===== config.mk =====
export PLATFORM = sky130hd
export DESIGN_NAME = cmd_regbuf
export DESIGN_NICKNAME = d
export VERILOG_FILES = /design/src/rtl/cmdbuf_pkg.sv /design/src/rtl/cmdbuf_capture.sv /design/src/rtl/cmdbuf_parity.sv /design/src/rtl/cmdbuf_fanout.sv /design/src/rtl/cmd_regbuf.sv
export SDC_FILE = /design/constraint.sdc
export NUM_CORES = 1
export LEC_CHECK = 0
export BUFFER_PORTS_ARGS = -buffer_cell sky130_fd_sc_hd__buf_2
export CORE_UTILIZATION = 43
export CTS_CLUSTER_DIAMETER = 30
export DETAILED_ROUTE_END_ITERATION = 10
export HOLD_SLACK_MARGIN = 0.03
export PLACE_DENSITY = 0.91
export SYNTH_ARGS = -nofsm -noshare
export SYNTH_HDL_FRONTEND = slang
export SYNTH_SLANG_ARGS = --single-unit

===== constraint.sdc =====
create_clock -name clk -period 1.26 [get_ports clk]
set_input_delay 0.063 -clock clk [delete_from_list [all_inputs] [get_ports clk]]
set_output_delay 0.063 -clock clk [all_outputs]
set_load 0.02 [all_outputs]

===== src/rtl/cmdbuf_pkg.sv =====
// Package: shared defaults and helpers for the registered command buffer.
// Assumes: odd parity means the XOR over data and parity bit equals 1.
package cmdbuf_pkg;

    localparam int DEF_DATA_W   = 22;  // gated data bus width
    localparam int DEF_RANKS    = 2;   // chip selects / cke / odt lines each
    localparam int DEF_ERR_HOLD = 2;   // cycles the error flag stays low
    localparam int DEF_ERR_LAG  = 1;   // extra cycles before the flag drops

    // Returns 1 when data plus parity bit hold odd parity.
    function automatic logic odd_ok(input logic [DEF_DATA_W-1:0] data,
                                    input logic par);
        return (^data) ^ par;
    endfunction

endpackage


===== src/rtl/cmdbuf_capture.sv =====
// Module: cmdbuf_capture
// Holds the input register stage. The data bus loads under the gating rule
// selected by gate_en; chip selects, clock enables and termination lines
// load on every edge. Exposes the capture decision for the parity checker.
// Assumes: rst_n is asynchronous and active low; all outputs clear to 0.
module cmdbuf_capture #(
    parameter int DATA_W = 22,
    parameter int RANKS  = 2
) (
    input  logic              clk,
    input  logic              rst_n,
    input  logic              gate_en,
    input  logic [DATA_W-1:0] d,
    input  logic [RANKS-1:0]  cs_n,
    input  logic [RANKS-1:0]  cke,
    input  logic [RANKS-1:0]  odt,
    output logic              take_data,
    output logic [DATA_W-1:0] data_q,
    output logic [RANKS-1:0]  cs_q,
    output logic [RANKS-1:0]  cke_q,
    output logic [RANKS-1:0]  odt_q
);

    logic cmd_valid;

    // Purpose: decide whether this edge loads the data bus.
    always_comb begin
        cmd_valid = ~(&cs_n);
        take_data = gate_en ? cmd_valid : 1'b1;
    end

    // Purpose: gated data register.
    always_ff @(posedge clk or negedge rst_n) begin
        if (!rst_n) begin
            data_q <= '0;
        end else if (take_data) begin
            data_q <= d;
        end
    end

    // Purpose: ungated control registers, loaded every edge.
    always_ff @(posedge clk or negedge rst_n) begin
        if (!rst_n) begin
            cs_q  <= '0;
            cke_q <= '0;
            odt_q <= '0;
        end else begin
            cs_q  <= cs_n;
            cke_q <= cke;
            odt_q <= odt;
        end
    end

    // deselected edge in gated mode leaves the data unchanged
    a_r4_hold_deselected: assert property (@(posedge clk) disable iff (!rst_n)
        (gate_en && (&cs_n)) |=> $stable(data_q));

    // open mode follows the bus on every edge
    a_r3_open_follows: assert property (@(posedge clk) disable iff (!rst_n)
        !gate_en |=> (data_q == $past(d)));

    // chip selects always follow their inputs
    a_r5_cs_ungated: assert property (@(posedge clk) disable iff (!rst_n)
        1'b1 |=> (cs_q == $past(cs_n)));

endmodule


===== src/rtl/cmdbuf_parity.sv =====
// Module: cmdbuf_parity
// Checks odd parity on capture edges, delays the result by ERR_LAG cycles
// and stretches it into an ERR_HOLD-cycle active-low flag. A fresh error
// during the pulse restarts the hold count.
// Assumes: rst_n is asynchronous and active low; the flag rests high.
module cmdbuf_parity #(
    parameter int DATA_W   = 22,
    parameter int ERR_HOLD = 2,
    parameter int ERR_LAG  = 1
) (
    input  logic              clk,
    input  logic              rst_n,
    input  logic              take_data,
    input  logic [DATA_W-1:0] d,
    input  logic              par_in,
    output logic              perr_n
);

    localparam int CNT_W = $clog2(ERR_HOLD + 1);

    logic              bad_now;
    logic [ERR_LAG-1:0] lag_q;
    logic [CNT_W-1:0]   hold_q;

    // Purpose: flag a parity miss on an edge that captures data.
    always_comb begin
        bad_now = take_data & ~((^d) ^ par_in);
    end

    // Purpose: first lag stage.
    always_ff @(posedge clk or negedge rst_n) begin
        if (!rst_n) begin
            lag_q[0] <= 1'b0;
        end else begin
            lag_q[0] <= bad_now;
        end
    end

    // Purpose: further lag stages, built only when ERR_LAG exceeds 1.
    for (genvar g = 1; g < ERR_LAG; g++) begin : g_lag
        always_ff @(posedge clk or negedge rst_n) begin
            if (!rst_n) begin
                lag_q[g] <= 1'b0;
            end else begin
                lag_q[g] <= lag_q[g-1];
            end
        end
    end

    // Purpose: hold counter that stretches the delayed error.
    always_ff @(posedge clk or negedge rst_n) begin
        if (!rst_n) begin
            hold_q <= '0;
        end else if (lag_q[ERR_LAG-1]) begin
            hold_q <= CNT_W'(ERR_HOLD);
        end else if (hold_q != '0) begin
            hold_q <= hold_q - 1'b1;
        end
    end

    // Purpose: active-low flag from the hold counter.
    always_comb begin
        perr_n = (hold_q == '0);
    end

    // a delayed error always lowers the flag on the next edge
    a_r7_lag_lowers: assert property (@(posedge clk) disable iff (!rst_n)
        lag_q[ERR_LAG-1] |=> !perr_n);

    // once the flag drops it stays low for at least another cycle
    a_r8_min_width: assert property (@(posedge clk) disable iff (!rst_n)
        $fell(perr_n) |=> !perr_n);

    // an edge that does not capture data starts no error
    a_r6_no_capture_quiet: assert property (@(posedge clk) disable iff (!rst_n)
        !take_data |=> !lag_q[0]);

endmodule


===== src/rtl/cmdbuf_fanout.sv =====
// Module: cmdbuf_fanout
// Drives one registered bus onto COPIES identical output copies.
// Assumes: purely combinational; copies are packed side by side.
module cmdbuf_fanout #(
    parameter int W      = 28,
    parameter int COPIES = 2
) (
    input  logic [W-1:0]        src,
    output logic [COPIES*W-1:0] dst
);

    // Purpose: replicate the source into each copy slot.
    for (genvar c = 0; c < COPIES; c++) begin : g_copy
        assign dst[c*W +: W] = src;
    end

endmodule


===== src/rtl/cmd_regbuf.sv =====
// Module: cmd_regbuf (top)
// Registered 1:2 command buffer with chip-select gating of the data bus
// and a delayed, stretched odd-parity error flag.
// Assumes: single clock; rst_n asynchronous, active low.
module cmd_regbuf
    import cmdbuf_pkg::*;
#(
    parameter int DATA_W   = DEF_DATA_W,
    parameter int RANKS    = DEF_RANKS,
    parameter int ERR_HOLD = DEF_ERR_HOLD,
    parameter int ERR_LAG  = DEF_ERR_LAG
) (
    input  logic              clk,
    input  logic              rst_n,
    input  logic              gate_en,
    input  logic [DATA_W-1:0] d,
    input  logic              par_in,
    input  logic [RANKS-1:0]  cs_n,
    input  logic [RANKS-1:0]  cke,
    input  logic [RANKS-1:0]  odt,
    output logic [DATA_W-1:0] qa_d,
    output logic [DATA_W-1:0] qb_d,
    output logic [RANKS-1:0]  qa_cs_n,
    output logic [RANKS-1:0]  qb_cs_n,
    output logic [RANKS-1:0]  qa_cke,
    output logic [RANKS-1:0]  qb_cke,
    output logic [RANKS-1:0]  qa_odt,
    output logic [RANKS-1:0]  qb_odt,
    output logic              perr_n
);

    localparam int BUS_W = DATA_W + 3 * RANKS;

    logic              take_data;
    logic [DATA_W-1:0] data_q;
    logic [RANKS-1:0]  cs_q, cke_q, odt_q;
    logic [BUS_W-1:0]  reg_bus;
    logic [2*BUS_W-1:0] copies;

    cmdbuf_capture #(.DATA_W(DATA_W), .RANKS(RANKS)) u_cap (
        .clk       (clk),
        .rst_n     (rst_n),
        .gate_en   (gate_en),
        .d         (d),
        .cs_n      (cs_n),
        .cke       (cke),
        .odt       (odt),
        .take_data (take_data),
        .data_q    (data_q),
        .cs_q      (cs_q),
        .cke_q     (cke_q),
        .odt_q     (odt_q)
    );

    cmdbuf_parity #(.DATA_W(DATA_W), .ERR_HOLD(ERR_HOLD), .ERR_LAG(ERR_LAG)) u_par (
        .clk       (clk),
        .rst_n     (rst_n),
        .take_data (take_data),
        .d         (d),
        .par_in    (par_in),
        .perr_n    (perr_n)
    );

    // Purpose: gather all registered fields into one bus for fan-out.
    always_comb begin
        reg_bus = {data_q, cs_q, cke_q, odt_q};
    end

    cmdbuf_fanout #(.W(BUS_W), .COPIES(2)) u_fan (
        .src (reg_bus),
        .dst (copies)
    );

    // Purpose: split the two copies back into named outputs.
    always_comb begin
        {qa_d, qa_cs_n, qa_cke, qa_odt} = copies[0 +: BUS_W];
        {qb_d, qb_cs_n, qb_cke, qb_odt} = copies[BUS_W +: BUS_W];
    end

    // a captured chip-select code appears on both copies after the edge
    a_r1_cs_both_copies: assert property (@(posedge clk) disable iff (!rst_n)
        1'b1 |=> (qa_cs_n == $past(cs_n)) && (qb_cs_n == $past(cs_n)));

    // data copies agree on the cycle after any capture
    a_r2_copies_match: assert property (@(posedge clk) disable iff (!rst_n)
        take_data |=> (qa_d == $past(d)) && (qb_d == $past(d)));

endmodule


; Yosys cells after proc, flatten, opt, wreduce, memory -nomap -nowiden
; Index checks and enable logic that the tools add are counted.
[word_totals]
register_bits = 31
in_bits = 32
wordCells = 19
[classes]
addsub = 1
n_mux = 3
bitwise = 4
n_reduce_logical = 5
[op_table]
columns = operator, n
row1 = 22-bit parity, 1
row2 = 2-bit 2-to-1 mux, 2
row3 = 2-bit nonzero test, 2
row4 = 2-bit logical NOT, 1
row5 = 1-bit inverter, 2
row6 = 2-bit AND reduction, 1
row7 = 2-bit by 1-bit subtractor with 2-bit output (second input constant), 1
row8 = 1-bit bitwise AND, 1
row9 = 1-bit 2-to-1 mux, 1
row10 = 1-bit XOR, 1

; Depth between registers and ports, before layout
; Gate-level depths: netlist of run 1.
[depth]
ltp_word = 4
depth_mapped = 5

; Modules after synthesis
; A second synthesis of run 1 with hierarchy kept.
[hier_totals]
cells_unflattened = 141
hier_area_um2 = 1796.7
[by_module_without_submodules]
columns = mod, n_inst, cells_each, area_each_um2, seq_area_each_um2
row1 = cmdbuf_capture, 1, 53, 1052.3, 700.7
row2 = cmdbuf_fanout, 1, 56, 420.4, 0.0
row3 = cmdbuf_parity, 1, 32, 324.1, 75.1

; Least setup slack after synthesis of run 1
; OpenSTA, ideal clock, no wires.
[synth_path]
path_type = register to register
start = register u_par.hold_q[0]
end = register u_par.hold_q[1]
arrival_time_ps = 1051
t_required_ps = 1136
path_slack_ps = 85
stages_incl_launch_ff = 5
path_buffers = 0
period_less_slack_ps = 1175
path_cell_list = dfrtp_1 -> inv_1 -> ha_1 -> nor2_1 -> a211o_1
[synth_via]
elab_chain_len = 3
[synth_lines]
columns = element, line
row1 = "start, declared", cmdbuf_parity.sv:23  ; logic [CNT_W-1:0] hold_q;
row2 = "start signal, assigned", cmdbuf_parity.sv:55  ; hold_q <= CNT_W'(ERR_HOLD);
row3 = "start signal, assigned", cmdbuf_parity.sv:57  ; hold_q <= hold_q - 1'b1;
row4 = 2-bit by 1-bit subtractor with 2-bit output, cmdbuf_parity.sv:57
row5 = 2-bit 2-to-1 mux, cmdbuf_parity.sv:56  ; end else if (hold_q != '0) begin
row6 = 2-bit 2-to-1 mux, cmdbuf_parity.sv:54  ; end else if (lag_q[ERR_LAG-1]) begin
; Parallel ways exist; a longest one is shown, timed or not. The select of a mux whose other input is x is not followed.
; A chain may end at the register's enable or synchronous reset.

; Final worst setup path of run 1
[layout_path]
start = register u_par.hold_q[1]
end = output port perr_n
[layout_via]
elab_chain_len = 1
[layout_lines]
columns = element, line
row1 = 2-bit logical NOT, cmdbuf_parity.sv:63  ; perr_n = (hold_q == '0);
row2 = "end, declared", cmd_regbuf.sv:29  ; output logic perr_n
; No other way between the ends.

==> flow_summary.html, run 1 <==
<table>
<tr><th>Metric</th><th>Value</th></tr>
<tr><th colspan="2">Run status</th></tr>
<tr><td>Run status</td><td>finished, final reports clean</td></tr>
<tr><th colspan="2">Floorplan</th></tr>
<tr><td>Die W</td><td>61.0 um</td></tr>
<tr><td>DIE AREA</td><td>3720 um2</td></tr>
<tr><td>Die boundary height</td><td>61.0 um</td></tr>
<tr><td># IOs</td><td>89</td></tr>
<tr><td>Initial standard-cell utilization of the core</td><td>44.8%</td></tr>
<tr><td>Floorplan row count</td><td>21</td></tr>
<tr><td>Placeable Area</td><td>3340 um2</td></tr>
<tr><th colspan="2">Synth</th></tr>
<tr><td>Number of nets produced by synthesis</td><td>146</td></tr>
<tr><td>Leading cell types by total area after synthesis</td><td>dfrtp_1, mux2_2, buf_4, xnor2_1, xor2_1</td></tr>
<tr><td>Most frequent cell after synthesis</td><td>dfrtp_1</td></tr>
<tr><td>Synth cell types</td><td>13</td></tr>
<tr><td>Synthesis Warnings</td><td>0</td></tr>
<tr><td>Cell accounting for the most synthesized area</td><td>dfrtp_1</td></tr>
<tr><td>Syn Area/Cell</td><td>13.2 um2</td></tr>
<tr><td>Register area share after synthesis</td><td>51.9%</td></tr>
<tr><td>Most common flop cell mapped by yosys</td><td>dfrtp_1</td></tr>
<tr><td>EDFF count, synth</td><td>0</td></tr>
<tr><td>Top cell types by occurrence after synthesis</td><td>dfrtp_1, buf_4, mux2_2</td></tr>
<tr><td>Number of standard cells after synthesis</td><td>113</td></tr>
<tr><td>Yosys reg bits</td><td>31</td></tr>
<tr><td>Cell Area, Synth</td><td>1500 um2</td></tr>
<tr><td>Share of flip-flops with an asynchronous set or reset</td><td>100%</td></tr>
<tr><td>Top-area cell type share of the netlist area</td><td>51.9%</td></tr>
<tr><th colspan="2">Worst hold path</th></tr>
<tr><td>Min-Delay Path Depth</td><td>3</td></tr>
<tr><td>Class of the most critical hold timing path</td><td>input pin to flop</td></tr>
<tr><th colspan="2">Timing</th></tr>
<tr><td>Max Clock Freq</td><td>0.833 GHz</td></tr>
<tr><td>Final worst clock skew</td><td>0.00923 ns</td></tr>
<tr><td>Post-Route Hold Slack</td><td>0.0884 ns</td></tr>
<tr><td>Unrepaired setup endpoints after global routing</td><td>no</td></tr>
<tr><td>Relative max-transition margin</td><td>54.6%</td></tr>
<tr><td>Final period util</td><td>95.3%</td></tr>
<tr><td>Number of pins with negative max-slew slack in the final report</td><td>0</td></tr>
<tr><td>Final Hold Vio Count</td><td>0</td></tr>
<tr><td>Final setup violation count</td><td>0</td></tr>
<tr><td>Post-layout min period</td><td>1.20 ns</td></tr>
<tr><td>Least-Margin Pin Slew</td><td>0.681 ns</td></tr>
<tr><th colspan="2">CTS</th></tr>
<tr><td>Number of buffers inserted during clock tree synthesis</td><td>5</td></tr>
<tr><td>Clk_lat worst skew</td><td>0.33 ns</td></tr>
<tr><td>Clock transition at the registers of the reported paths</td><td>0.10 ns</td></tr>
<tr><td>Post-CTS repair timing setup buffer count</td><td>0</td></tr>
<tr><td>CTS root buffer</td><td>clkbuf_4</td></tr>
<tr><td>TritonCTS clock tree</td><td>built</td></tr>
<tr><td>Clock tree buffer depth</td><td>2</td></tr>
<tr><td>CTS H-Tree Depth</td><td>2</td></tr>
<tr><td>Total clock sinks</td><td>31</td></tr>
<tr><th colspan="2">Layout</th></tr>
<tr><td>Share of post-route cells with drive strength above 1</td><td>58.4%</td></tr>
<tr><td>Number of diodes added for antenna fixing</td><td>0</td></tr>
<tr><td>Final non-filler cell total</td><td>255</td></tr>
<tr><td>Synth-to-layout area growth</td><td>45.8%</td></tr>
<tr><td>Final #Nets</td><td>241</td></tr>
<tr><th colspan="2">Critical path</th></tr>
<tr><td>Cell type of the slowest stage on the worst timing path</td><td>dfrtp_1</td></tr>
<tr><td>Path depth of the worst reg2reg path</td><td>4</td></tr>
<tr><td>Last element of the critical path</td><td>perr_n</td></tr>
<tr><td>Critical path data required time</td><td>1.20 ns</td></tr>
<tr><td>Largest fanout of any net on the critical path</td><td>4</td></tr>
<tr><td>Element type at the critical path end</td><td>output pin</td></tr>
<tr><td>Total buffers and inverters traversed by the critical path</td><td>2</td></tr>
<tr><td>Kind of critical path</td><td>flop to output pin</td></tr>
<tr><td>Number of cells on the critical path</td><td>3</td></tr>
<tr><td>End of the worst register-to-register path</td><td>u_par.hold_q[1]$_DFFE_PN0P_</td></tr>
<tr><td>Chain of cells forming the critical path</td><td>inv_1 -&gt; ha_2 -&gt; buf_4</td></tr>
<tr><td>R2R Path Start</td><td>u_par.hold_q[1]$_DFFE_PN0P_</td></tr>
<tr><td>Gate family responsible for the most delay along the worst path</td><td>flip-flops</td></tr>
<tr><td>Arrival @ worst endpoint</td><td>1.14 ns</td></tr>
<tr><td>Type of element launching the critical path</td><td>flop</td></tr>
<tr><td>FF-to-FF setup slack</td><td>0.14 ns</td></tr>
<tr><td>CP Launch Point</td><td>u_par.hold_q[1]$_DFFE_PN0P_</td></tr>
<tr><td>Slowest Stage Delay on Critical Path</td><td>0.40 ns</td></tr>
<tr><th colspan="2">Detailed routing</th></tr>
<tr><td>Avg Vias per Cell</td><td>4.48</td></tr>
<tr><td>First-iteration detailed-routing DRC count</td><td>28</td></tr>
<tr><td>Average routed wire per standard cell</td><td>13.2 um</td></tr>
<tr><td>Total via count after detailed routing</td><td>1,142</td></tr>
<tr><td>Routed Wire Length</td><td>3350 um</td></tr>
<tr><td>First-pass iteration count of the detailed router</td><td>5</td></tr>
<tr><td>Post-route ant nets</td><td>0</td></tr>
<tr><td>Post-detailed-route DRC marker count</td><td>0</td></tr>
<tr><th colspan="2">Placement</th></tr>
<tr><td>Count of input and output buffers</td><td>88</td></tr>
<tr><td>Gp weighted congestion</td><td>0.636</td></tr>
<tr><td>Instance count after placement with tap cells included</td><td>219</td></tr>
<tr><td>Detailed placer's ending HPWL</td><td>2220 um</td></tr>
<tr><th colspan="2">Global route</th></tr>
<tr><td>Total GRT Usage</td><td>18.5%</td></tr>
<tr><td>Pin count of the biggest net entering global routing</td><td>32</td></tr>
<tr><td>Initial antenna violation count</td><td>0</td></tr>
<tr><td>Vias in the first global route</td><td>1,024</td></tr>
<tr><td>First-pass GRT wire length</td><td>4640 um</td></tr>
<tr><td>Remaining global-route overflow</td><td>0</td></tr>
<tr><th colspan="2">Power</th></tr>
<tr><td>Power density over the cells</td><td>1320 nW/um2</td></tr>
<tr><td>IR Drop Worst-Case VDD</td><td>0.000601 V</td></tr>
<tr><td>P_leak</td><td>0.00108 uW</td></tr>
<tr><th colspan="2">Run</th></tr>
<tr><td>Maximum Capacitance Violations</td><td>0</td></tr>
</table>
-- metal layers --
metal  GRT usage [%]  share of wire (%)  vias up
met5               0                  0        -
met4            6.82                1.4        0
met1            17.9                 36      564
met2            35.8                 59       42
li1                -                  -      532
met3            6.40                3.3        4
-- cell families after synthesis --
| group | Yosys count | share of synthesized area (%) |
|---|---|---|
| flops | 31 | 51.9 |
| fa+ha+maj | 1 | 0.837 |
| buf+inv | 32 | 15.1 |
| simple gates | 4 | 1.26 |
| mux | 22 | 16.6 |
| xor+xnor | 22 | 13.8 |
| compound gates | 1 | 0.586 |
-- state kept, by name, summed over array words and instances (netlist names) --
| name | cells |
|---|---|
| u_cap.odt_q | 2 |
| u_cap.data_q | 22 |
| u_cap.cs_q | 2 |
| u_cap.cke_q | 2 |
| u_par.hold_q | 2 |
| u_par.lag_q | 1 |
-- power breakdown --
part	total, uW	switching (uW)	internal, uW
clock network	816	347	469
registers	1180	70.3	1110
logic	892	447	445
total	2880	865	2020
-- tightest hold or removal path: cells and delay by family --
kind,cells,cell delay [ns]
buffers and inverters,2,0.20
muxes,1,0.13
-- how the worst min path moves through the flow --
stage | start | end | slack, ns
floorplan | rst_n | u_cap.cke_q[0]$_DFF_PN0_ | -0.23
global placement | rst_n | u_cap.data_q[15]$_DFFE_PN0P_ | 0.13
detailed placement | rst_n | u_cap.data_q[12]$_DFFE_PN0P_ | 0.14
CTS | d[21] | u_cap.data_q[21]$_DFFE_PN0P_ | 0.08
global route | d[21] | u_cap.data_q[21]$_DFFE_PN0P_ | 0.08
finish | d[21] | u_cap.data_q[21]$_DFFE_PN0P_ | 0.09
-- placed cells by master, fill, tap and decap left out, drive strengths merged, types with 2 or more instances in the layout --
| master | Yosys | final |
|---|---|---|
| inv | 2 | 2 |
| dlygate4sd3 | 0 | 28 |
| dfrtp | 31 | 31 |
| xor2 | 5 | 5 |
| mux2 | 22 | 22 |
| clkbuf | 2 | 6 |
| nor2 | 2 | 2 |
| xnor2 | 16 | 16 |
| buf | 28 | 90 |
-- area by class of cell --
type | instances | area, um2
multi-input combinational | 50 | 502
clock buffer | 6 | 51.3
tap | 46 | 57.6
sequential | 31 | 776
inverter | 2 | 7.51
clock inverter | 2 | 35.0
fill | 276 | 1160
timing repair buffer | 118 | 751
-- through the flow --
step                      cell area (um2)  total power [uW]  setup slack (ns)  util, %  setup TNS (ns)
after floorplan                      1500              1800            0.0854        -               0
after global placement               1800              1970            -0.160     54.0          -0.160
after detailed placement             1800              2010            -0.198     54.0          -0.198
after CTS                            2170              2890            0.0149     65.1               0
after global routing                 2180              3030           0.00594     65.3               0
final                                2180              2880            0.0591     65.3               0
-- repair_timing --
action / in CTS / in global routing
hold endpoints to repair: 58 / 0
setup endpoints to repair: 1 / 18
hold buffers: 28 / 0
gates resized for setup: 1 / 2
Note: power is estimated with default switching activity, not from simulation.
==> inputs of run 2 (changes only) <==
--- a/config.mk
+++ b/config.mk
@@ -6,11 +6,12 @@
 export NUM_CORES = 1
 export LEC_CHECK = 0
 export BUFFER_PORTS_ARGS = -buffer_cell sky130_fd_sc_hd__buf_2
-export CORE_UTILIZATION = 43
+export CORE_MARGIN = 2
+export CORE_UTILIZATION = 45
 export CTS_CLUSTER_DIAMETER = 30
 export DETAILED_ROUTE_END_ITERATION = 10
 export HOLD_SLACK_MARGIN = 0.03
-export PLACE_DENSITY = 0.91
+export PLACE_DENSITY = 0.95
 export SYNTH_ARGS = -nofsm -noshare
 export SYNTH_HDL_FRONTEND = slang
 export SYNTH_SLANG_ARGS = --single-unit
==> constraint.sdc (replaced) <==
create_clock -name clk -period 1.5 [get_ports clk]
set_input_delay 0.075 -clock clk [delete_from_list [all_inputs] [get_ports clk]]
set_output_delay 0.075 -clock clk [all_outputs]
set_load 0.02 [all_outputs]
==> run 2 against run 1 <==
Against the previous run: setup slack got worse by 0.012 ns; critical endpoint is now u_par.lag_q$_DFF_PN0_; cell count decreased by 0.78%; highest routed layer unchanged; clock skew decreased by 0.0058 ns.
==> flow_summary.html, run 2 (same netlist as run 1, synthesis figures left out) <==
<table>
<tr><th>Metric</th><th>Value</th></tr>
<tr><th colspan="2">Global route</th></tr>
<tr><td>Remaining global-route overflow</td><td>0 (unchanged)</td></tr>
<tr><td>Global routing's busiest layer</td><td>met2</td></tr>
<tr><td>GR Util met2</td><td>39.4% (+3.6 points)</td></tr>
<tr><td>Fraction of met3 tracks used by global routing</td><td>6.51% (+0.12 points)</td></tr>
<tr><td>Global routing met1 resource utilization</td><td>15.9% (-2.0 points)</td></tr>
<tr><td>Total GRT Usage</td><td>19.8% (+1.3 points)</td></tr>
<tr><td>Vias in the first global route</td><td>1,213 (+18%)</td></tr>
<tr><td>First-pass GRT wire length</td><td>5210 um (+12%)</td></tr>
<tr><td>Initial antenna violation count</td><td>0 (unchanged)</td></tr>
<tr><td>Pin count of the biggest net entering global routing</td><td>32 (unchanged)</td></tr>
<tr><th colspan="2">Run status</th></tr>
<tr><td>Run status</td><td>finished, final reports clean</td></tr>
<tr><th colspan="2">Detailed routing</th></tr>
<tr><td>Avg Vias per Cell</td><td>4.56 (+1.8%)</td></tr>
<tr><td>Total via count after detailed routing</td><td>1,154 (+1.1%)</td></tr>
<tr><td>Post-route ant nets</td><td>0 (unchanged)</td></tr>
<tr><td>Post-detailed-route DRC marker count</td><td>0 (unchanged)</td></tr>
<tr><td>Routed Wire Length</td><td>3450 um (+2.8%)</td></tr>
<tr><td>Average routed wire per standard cell</td><td>13.6 um (+3.6%)</td></tr>
<tr><td>First-iteration detailed-routing DRC count</td><td>5 (-82%)</td></tr>
<tr><td>First-pass iteration count of the detailed router</td><td>4 (-1)</td></tr>
<tr><th colspan="2">Timing</th></tr>
<tr><td>Number of pins with negative max-slew slack in the final report</td><td>0 (unchanged)</td></tr>
<tr><td>Final Hold Vio Count</td><td>0 (unchanged)</td></tr>
<tr><td>Post-layout min period</td><td>1.45 ns</td></tr>
<tr><td>Post-Route Hold Slack</td><td>0.296 ns (+0.208 ns)</td></tr>
<tr><td>Least-Margin Pin Slew</td><td>0.678 ns (-0.00379 ns)</td></tr>
<tr><td>Unrepaired setup endpoints after global routing</td><td>no</td></tr>
<tr><td>Relative max-transition margin</td><td>54.8% (+0.25 points)</td></tr>
<tr><td>Final setup violation count</td><td>0 (unchanged)</td></tr>
<tr><td>Final period util</td><td>96.9%</td></tr>
<tr><td>Max Clock Freq</td><td>0.688 GHz</td></tr>
<tr><td>Final worst clock skew</td><td>0.00345 ns (-0.00578 ns)</td></tr>
<tr><td>Total negative setup slack</td><td>0 ns (unchanged)</td></tr>
<tr><th colspan="2">Floorplan</th></tr>
<tr><td>Placeable Area</td><td>3100 um2 (-7.0%)</td></tr>
<tr><td># IOs</td><td>89 (unchanged)</td></tr>
<tr><td>Die boundary height</td><td>61.6 um (+1.1%)</td></tr>
<tr><td>Initial standard-cell utilization of the core</td><td>48.2% (+3.4 points)</td></tr>
<tr><td>Die W</td><td>61.6 um (+1.1%)</td></tr>
<tr><td>Floorplan row count</td><td>20 (-4.8%)</td></tr>
<tr><td>DIE AREA</td><td>3800 um2 (+2.2%)</td></tr>
<tr><th colspan="2">CTS</th></tr>
<tr><td>Clock transition at the registers of the reported paths</td><td>0.10 ns (about the same)</td></tr>
<tr><td>CTS root buffer</td><td>clkbuf_4</td></tr>
<tr><td>CTS H-Tree Depth</td><td>2 (unchanged)</td></tr>
<tr><td>Clk_lat worst skew</td><td>0.34 ns (about the same)</td></tr>
<tr><td>Post-CTS repair timing setup buffer count</td><td>0 (unchanged)</td></tr>
<tr><td>Total clock sinks</td><td>31 (unchanged)</td></tr>
<tr><td>TritonCTS clock tree</td><td>built</td></tr>
<tr><td>Number of buffers inserted during clock tree synthesis</td><td>5 (unchanged)</td></tr>
<tr><td>Clock tree buffer depth</td><td>2 (unchanged)</td></tr>
<tr><th colspan="2">Critical path</th></tr>
<tr><td>Cell type of the slowest stage on the worst timing path</td><td>dlygate4sd3_1</td></tr>
<tr><td>Total buffers and inverters traversed by the critical path</td><td>2 (unchanged)</td></tr>
<tr><td>Type of element launching the critical path</td><td>input pin</td></tr>
<tr><td>Most repeated library cell on the critical path</td><td>xnor2_2</td></tr>
<tr><td>Kind of critical path</td><td>input pin to flop</td></tr>
<tr><td>R2R Path Start</td><td>u_par.hold_q[0]$_DFFE_PN0P_</td></tr>
<tr><td>Element type at the critical path end</td><td>flop</td></tr>
<tr><td>Gate family responsible for the most delay along the worst path</td><td>buffers and inverters</td></tr>
<tr><td>CP Launch Point</td><td>d[6]</td></tr>
<tr><td>Critical path data required time</td><td>1.73 ns (+0.53 ns)</td></tr>
<tr><td>Slowest Stage Delay on Critical Path</td><td>0.56 ns (+0.16 ns)</td></tr>
<tr><td>FF-to-FF setup slack</td><td>0.40 ns (+0.26 ns)</td></tr>
<tr><td>Largest fanout of any net on the critical path</td><td>2 (-2)</td></tr>
<tr><td>Chain of cells forming the critical path</td><td>dlygate4sd3_1 -&gt; buf_2 -&gt; xnor2_2 -&gt; xnor2_2 -&gt; xnor2_1 -&gt; xnor3_1 -&gt; and2_1</td></tr>
<tr><td>Arrival @ worst endpoint</td><td>1.69 ns (+0.55 ns)</td></tr>
<tr><th colspan="2">Worst hold path</th></tr>
<tr><td>Class of the most critical hold timing path</td><td>input pin to async pin</td></tr>
<tr><th colspan="2">Layout</th></tr>
<tr><td>Number of diodes added for antenna fixing</td><td>0 (unchanged)</td></tr>
<tr><td>Register name with the most flops</td><td>u_cap.data_q</td></tr>
<tr><td>Top library cells by usage in the layout, fill and taps aside</td><td>buf_2, dfrtp_1, dlygate4sd3_1</td></tr>
<tr><td>Final #Nets</td><td>241 (unchanged)</td></tr>
<tr><td># fillers</td><td>245 (-11%)</td></tr>
<tr><td>Synth-to-layout area growth</td><td>45.3%</td></tr>
<tr><td>Final core utilization</td><td>70.0% (+4.7 points)</td></tr>
<tr><td>Finished Cell Area</td><td>2170 um2 (-0.34%)</td></tr>
<tr><td>Share of post-route cells with drive strength above 1</td><td>57.9% (-0.48 points)</td></tr>
<tr><td>Leading cell type in the layout, fill and taps excluded</td><td>buf_2</td></tr>
<tr><td>Max reg flops</td><td>22 (unchanged)</td></tr>
<tr><th colspan="2">Placement</th></tr>
<tr><td>Detailed placer's ending HPWL</td><td>2200 um (-1.1%)</td></tr>
<tr><td>Post-DP Area</td><td>1780 um2 (-1.2%)</td></tr>
<tr><td>Count of input and output buffers</td><td>88 (unchanged)</td></tr>
<tr><td>Gp weighted congestion</td><td>0.694 (+9.2%)</td></tr>
<tr><th colspan="2">Power</th></tr>
<tr><td>Power density over the cells</td><td>1110 nW/um2 (-16%)</td></tr>
<tr><td>IR Drop Worst-Case VDD</td><td>0.000867 V (+44%)</td></tr>
<tr><td>P_leak</td><td>0.00109 uW (+0.45%)</td></tr>
<tr><th colspan="2">Run</th></tr>
<tr><td>Maximum Capacitance Violations</td><td>0 (unchanged)</td></tr>
</table>
-- run 2: power breakdown --
| group | switching, uW | total, uW | internal, uW |
|---|---|---|---|
| Combinational | 377 | 744 | 367 |
| Clock | 297 | 691 | 394 |
| Sequential | 54.4 | 983 | 928 |
-- run 2: worst register-to-register path: cells and delay by family (launching register included) --
family          cells  cell delay [ns]
buf+inv             1             0.05
fa+ha+maj           1             0.28
simple gates        1             0.04
flops               1             0.37
compound gates      1             0.26
-- run 2: through the flow --
step | instances | setup slack (ns) | total power (uW)
global route | 253 | 0.00794 | 2550
finish | 253 | 0.0471 | 2420
detailed placement | 216 | 0.0862 | 1680
floorplan | 113 | 0.324 | 1520
global placement | 216 | 0.0889 | 1650
CTS | 253 | 0.0630 | 2430
-- run 2: worst paths after layout --
kind                                          endpoint  depth (start not counted)
min                            u_cap.cs_q[1]$_DFF_PN0_                          2
min reg2reg                u_par.hold_q[0]$_DFFE_PN0P_                          1
max in group asynchronous      u_cap.cs_q[0]$_DFF_PN0_                          2
min in group clk                 u_par.lag_q$_DFF_PN0_                          4
max reg2reg                u_par.hold_q[1]$_DFFE_PN0P_                          4
max                              u_par.lag_q$_DFF_PN0_                          7
-- run 2: routing by layer --
metal,share of wire [%],vias up
met4,3.2,0
met3,6.6,11
met1,32,557
met5,0,-
met2,59,54
li1,-,532
-- run 2: area by class of cell --
class / instances / area (um2) / area share, %
inverters: 2 / 7.51 / 0.346
multi-input cells: 50 / 509 / 23.4
repair buffers: 118 / 738 / 34.0
clock buffers: 6 / 51.3 / 2.36
clock inverters: 2 / 35.0 / 1.61
flip-flops and latches: 31 / 776 / 35.7
well taps: 44 / 55.1 / 2.53
-- run 2: repair_timing --
action                                 4_1_cts  5_1_grt
hold buffers                                29        0
endpoints found under the hold margin       59        0
resized for setup                            0        2
setup endpoints to repair                    0        1
==> inputs of run 3 (changes only) <==
--- a/config.mk
+++ b/config.mk
@@ -7,11 +7,11 @@
 export LEC_CHECK = 0
 export BUFFER_PORTS_ARGS = -buffer_cell sky130_fd_sc_hd__buf_2
 export CORE_MARGIN = 2
-export CORE_UTILIZATION = 45
+export CORE_UTILIZATION = 43
 export CTS_CLUSTER_DIAMETER = 30
 export DETAILED_ROUTE_END_ITERATION = 10
 export HOLD_SLACK_MARGIN = 0.03
-export PLACE_DENSITY = 0.95
+export PLACE_DENSITY = 0.91
 export SYNTH_ARGS = -nofsm -noshare
 export SYNTH_HDL_FRONTEND = slang
 export SYNTH_SLANG_ARGS = --single-unit
==> constraint.sdc (replaced) <==
create_clock -name clk -period 1.35 [get_ports clk]
set_input_delay 0.0675 -clock clk [delete_from_list [all_inputs] [get_ports clk]]
set_output_delay 0.0675 -clock clk [all_outputs]
set_load 0.02 [all_outputs]
==> run 3 against run 2 <==
Against the previous run: non-clock buffer count stayed put; final area shrank 0.69%; sequential share of layout area grew 0.25 points; sequential power is 12% higher; setup slack better by 0.0057 ns; clock skew grew 0.0055 ns; clock-buffer cell count up 2; largest cell class unchanged.
==> flow_summary.html, run 3 (same netlist as run 1, synthesis figures left out) <==
<table>
<tr><th>Metric</th><th>Value</th></tr>
<tr><th colspan="2">CTS</th></tr>
<tr><td>Clock tree buffer depth</td><td>2 (unchanged)</td></tr>
<tr><td>CTS root buffer</td><td>clkbuf_4</td></tr>
<tr><td>Clk_lat worst skew</td><td>0.31 ns (-0.03 ns)</td></tr>
<tr><td>Post-CTS repair timing setup buffer count</td><td>0 (unchanged)</td></tr>
<tr><td>CTS H-Tree Depth</td><td>2 (unchanged)</td></tr>
<tr><td>Total clock sinks</td><td>31 (unchanged)</td></tr>
<tr><td>Number of buffers inserted during clock tree synthesis</td><td>5 (unchanged)</td></tr>
<tr><td>TritonCTS clock tree</td><td>built</td></tr>
<tr><td>Clock transition at the registers of the reported paths</td><td>0.09 ns (about the same)</td></tr>
<tr><th colspan="2">Critical path</th></tr>
<tr><td>Kind of critical path</td><td>input pin to flop</td></tr>
<tr><td>Critical path data required time</td><td>1.55 ns (-0.18 ns)</td></tr>
<tr><td>Element type at the critical path end</td><td>flop</td></tr>
<tr><td>Type of element launching the critical path</td><td>input pin</td></tr>
<tr><td>CP Launch Point</td><td>cs_n[1]</td></tr>
<tr><td>Largest fanout of any net on the critical path</td><td>21 (+19)</td></tr>
<tr><td>R2R Path Start</td><td>u_par.hold_q[1]$_DFFE_PN0P_</td></tr>
<tr><td>Arrival @ worst endpoint</td><td>1.49 ns (-0.20 ns)</td></tr>
<tr><td>FF-to-FF setup slack</td><td>0.23 ns (-0.17 ns)</td></tr>
<tr><th colspan="2">Global route</th></tr>
<tr><td>Total GRT Usage</td><td>18.0% (-1.8 points)</td></tr>
<tr><td>First-pass GRT wire length</td><td>5560 um (+6.8%)</td></tr>
<tr><td>Vias in the first global route</td><td>1,232 (+1.6%)</td></tr>
<tr><td>Pin count of the biggest net entering global routing</td><td>32 (unchanged)</td></tr>
<tr><td>Initial antenna violation count</td><td>0 (unchanged)</td></tr>
<tr><td>Remaining global-route overflow</td><td>0 (unchanged)</td></tr>
<tr><th colspan="2">Layout</th></tr>
<tr><td>Register name with the most flops</td><td>u_cap.data_q</td></tr>
<tr><td>Leading cell type in the layout, fill and taps excluded</td><td>buf_2</td></tr>
<tr><td># fillers</td><td>272 (+11%)</td></tr>
<tr><td>Number of diodes added for antenna fixing</td><td>0 (unchanged)</td></tr>
<tr><td>Final #Nets</td><td>241 (unchanged)</td></tr>
<tr><td>Max reg flops</td><td>22 (unchanged)</td></tr>
<tr><td>Share of post-route cells with drive strength above 1</td><td>56.9% (-0.96 points)</td></tr>
<tr><td>Top library cells by usage in the layout, fill and taps aside</td><td>buf_2, dfrtp_1, dlygate4sd3_1</td></tr>
<tr><td>Synth-to-layout area growth</td><td>44.3%</td></tr>
<tr><td>Finished Cell Area</td><td>2160 um2 (-0.69%)</td></tr>
<tr><th colspan="2">Floorplan</th></tr>
<tr><td>Floorplan row count</td><td>21 (+5.0%)</td></tr>
<tr><td>Initial standard-cell utilization of the core</td><td>44.8% (-3.4 points)</td></tr>
<tr><td>Die boundary height</td><td>63.0 um (+2.1%)</td></tr>
<tr><td>DIE AREA</td><td>3960 um2 (+4.3%)</td></tr>
<tr><td>Placeable Area</td><td>3340 um2 (+7.5%)</td></tr>
<tr><td># IOs</td><td>89 (unchanged)</td></tr>
<tr><td>Die W</td><td>63.0 um (+2.1%)</td></tr>
<tr><th colspan="2">Detailed routing</th></tr>
<tr><td>Post-detailed-route DRC marker count</td><td>0 (unchanged)</td></tr>
<tr><td>First-pass iteration count of the detailed router</td><td>3 (-1)</td></tr>
<tr><td>Post-route ant nets</td><td>0 (unchanged)</td></tr>
<tr><td>Average routed wire per standard cell</td><td>13.0 um (-4.4%)</td></tr>
<tr><td>Avg Vias per Cell</td><td>4.40 (-3.5%)</td></tr>
<tr><td>Routed Wire Length</td><td>3320 um (-3.7%)</td></tr>
<tr><td>Total via count after detailed routing</td><td>1,122 (-2.8%)</td></tr>
<tr><td>First-iteration detailed-routing DRC count</td><td>30 (+25)</td></tr>
<tr><th colspan="2">Placement</th></tr>
<tr><td>Worst setup slack after placement</td><td>-0.0767 ns (-0.163 ns)</td></tr>
<tr><td>Count of input and output buffers</td><td>88 (unchanged)</td></tr>
<tr><td>Post-DP Area</td><td>1800 um2 (+0.84%)</td></tr>
<tr><td>Detailed placer's ending HPWL</td><td>2200 um (+0.19%)</td></tr>
<tr><td>Gp weighted congestion</td><td>0.727 (+4.7%)</td></tr>
<tr><th colspan="2">Timing</th></tr>
<tr><td>Worst setup slack after layout</td><td>0.0528 ns (+0.00573 ns)</td></tr>
<tr><td>Post-layout min period</td><td>1.30 ns</td></tr>
<tr><td>Number of pins with negative max-slew slack in the final report</td><td>0 (unchanged)</td></tr>
<tr><td>Final period util</td><td>96.1%</td></tr>
<tr><td>Final worst clock skew</td><td>0.00897 ns (+0.00552 ns)</td></tr>
<tr><td>Least-Margin Pin Slew</td><td>0.673 ns (-0.00467 ns)</td></tr>
<tr><td>Max Clock Freq</td><td>0.771 GHz</td></tr>
<tr><td>Final Hold Vio Count</td><td>0 (unchanged)</td></tr>
<tr><td>Relative max-transition margin</td><td>55.1% (+0.31 points)</td></tr>
<tr><td>Unrepaired setup endpoints after global routing</td><td>no</td></tr>
<tr><td>Final setup violation count</td><td>0 (unchanged)</td></tr>
<tr><th colspan="2">Power</th></tr>
<tr><td>P_leak</td><td>0.00107 uW (-1.5%)</td></tr>
<tr><td>Power density over the cells</td><td>1170 nW/um2 (+5.4%)</td></tr>
<tr><td>IR Drop Worst-Case VDD</td><td>0.000670 V (-23%)</td></tr>
<tr><th colspan="2">Worst hold path</th></tr>
<tr><td>Class of the most critical hold timing path</td><td>input pin to flop</td></tr>
<tr><td>Worst hold start</td><td>gate_en</td></tr>
<tr><th colspan="2">Run</th></tr>
<tr><td>Maximum Capacitance Violations</td><td>0 (unchanged)</td></tr>
<tr><th colspan="2">Run status</th></tr>
<tr><td>Run status</td><td>finished, final reports clean</td></tr>
</table>
## run 3: path summary, 6_finish.rpt
check	cells past startpoint	to
max reg2reg	4	u_par.hold_q[1]$_DFFE_PN0P_
min	3	u_cap.data_q[6]$_DFFE_PN0P_
min reg2reg	1	u_par.hold_q[0]$_DFFE_PN0P_
max in group asynchronous	2	u_cap.data_q[18]$_DFFE_PN0P_
max	5	u_cap.data_q[19]$_DFFE_PN0P_
min in group asynchronous	2	u_par.lag_q$_DFF_PN0_
## run 3: layout make-up
type                            count  area, um2  share of cell area (%)
Multi-Input combinational cell     50        497                    23.0
Clock buffer                        8       68.8                    3.19
Timing Repair Buffer              118        751                    34.8
Inverter                            2       7.51                   0.348
Sequential cell                    31        776                    36.0
Tap cell                           46       57.6                    2.67
## run 3: worst max-delay path, stage by stage
cell	delay, ns
dlygate4sd3_1	0.53
buf_2	0.13
nand3_1	0.19
buf_12	0.20
mux2_2	0.36
## run 3: timing repair
item                       CTS  global route
setup endpoints to repair    0             1
hold buffers                29             0
hold endpoints to repair    59             0
resized for setup            0             1
## run 3: where the power goes
part	total [uW]	switching, uW	internal (uW)
clock	609	302	306
sequential	1100	65.8	1030
combinational	824	414	410
total	2530	782	1750
## run 3: per-layer routing
metal,vias up,global-route usage [%],part of all wire [%]
met2,42,36.2,58
li1,534,-,-
met3,6,4.86,5.3
met4,0,6.94,2.1
met1,540,16.8,34
met5,-,0,0
## run 3: metrics by stage
stage / TNS (ns) / hold slack (ns) / utilization, % / cells / total power (uW)
floorplan: 0 / -0.228 / - / 113 / 1680
CTS: 0 / 0.230 / 64.6 / 255 / 2550
finish: 0 / 0.233 / 64.6 / 255 / 2530
detailed placement: -0.0767 / 0.149 / 53.8 / 218 / 1870
global placement: -0.0762 / 0.143 / 53.8 / 218 / 1840
global route: 0 / 0.224 / 64.6 / 255 / 2690
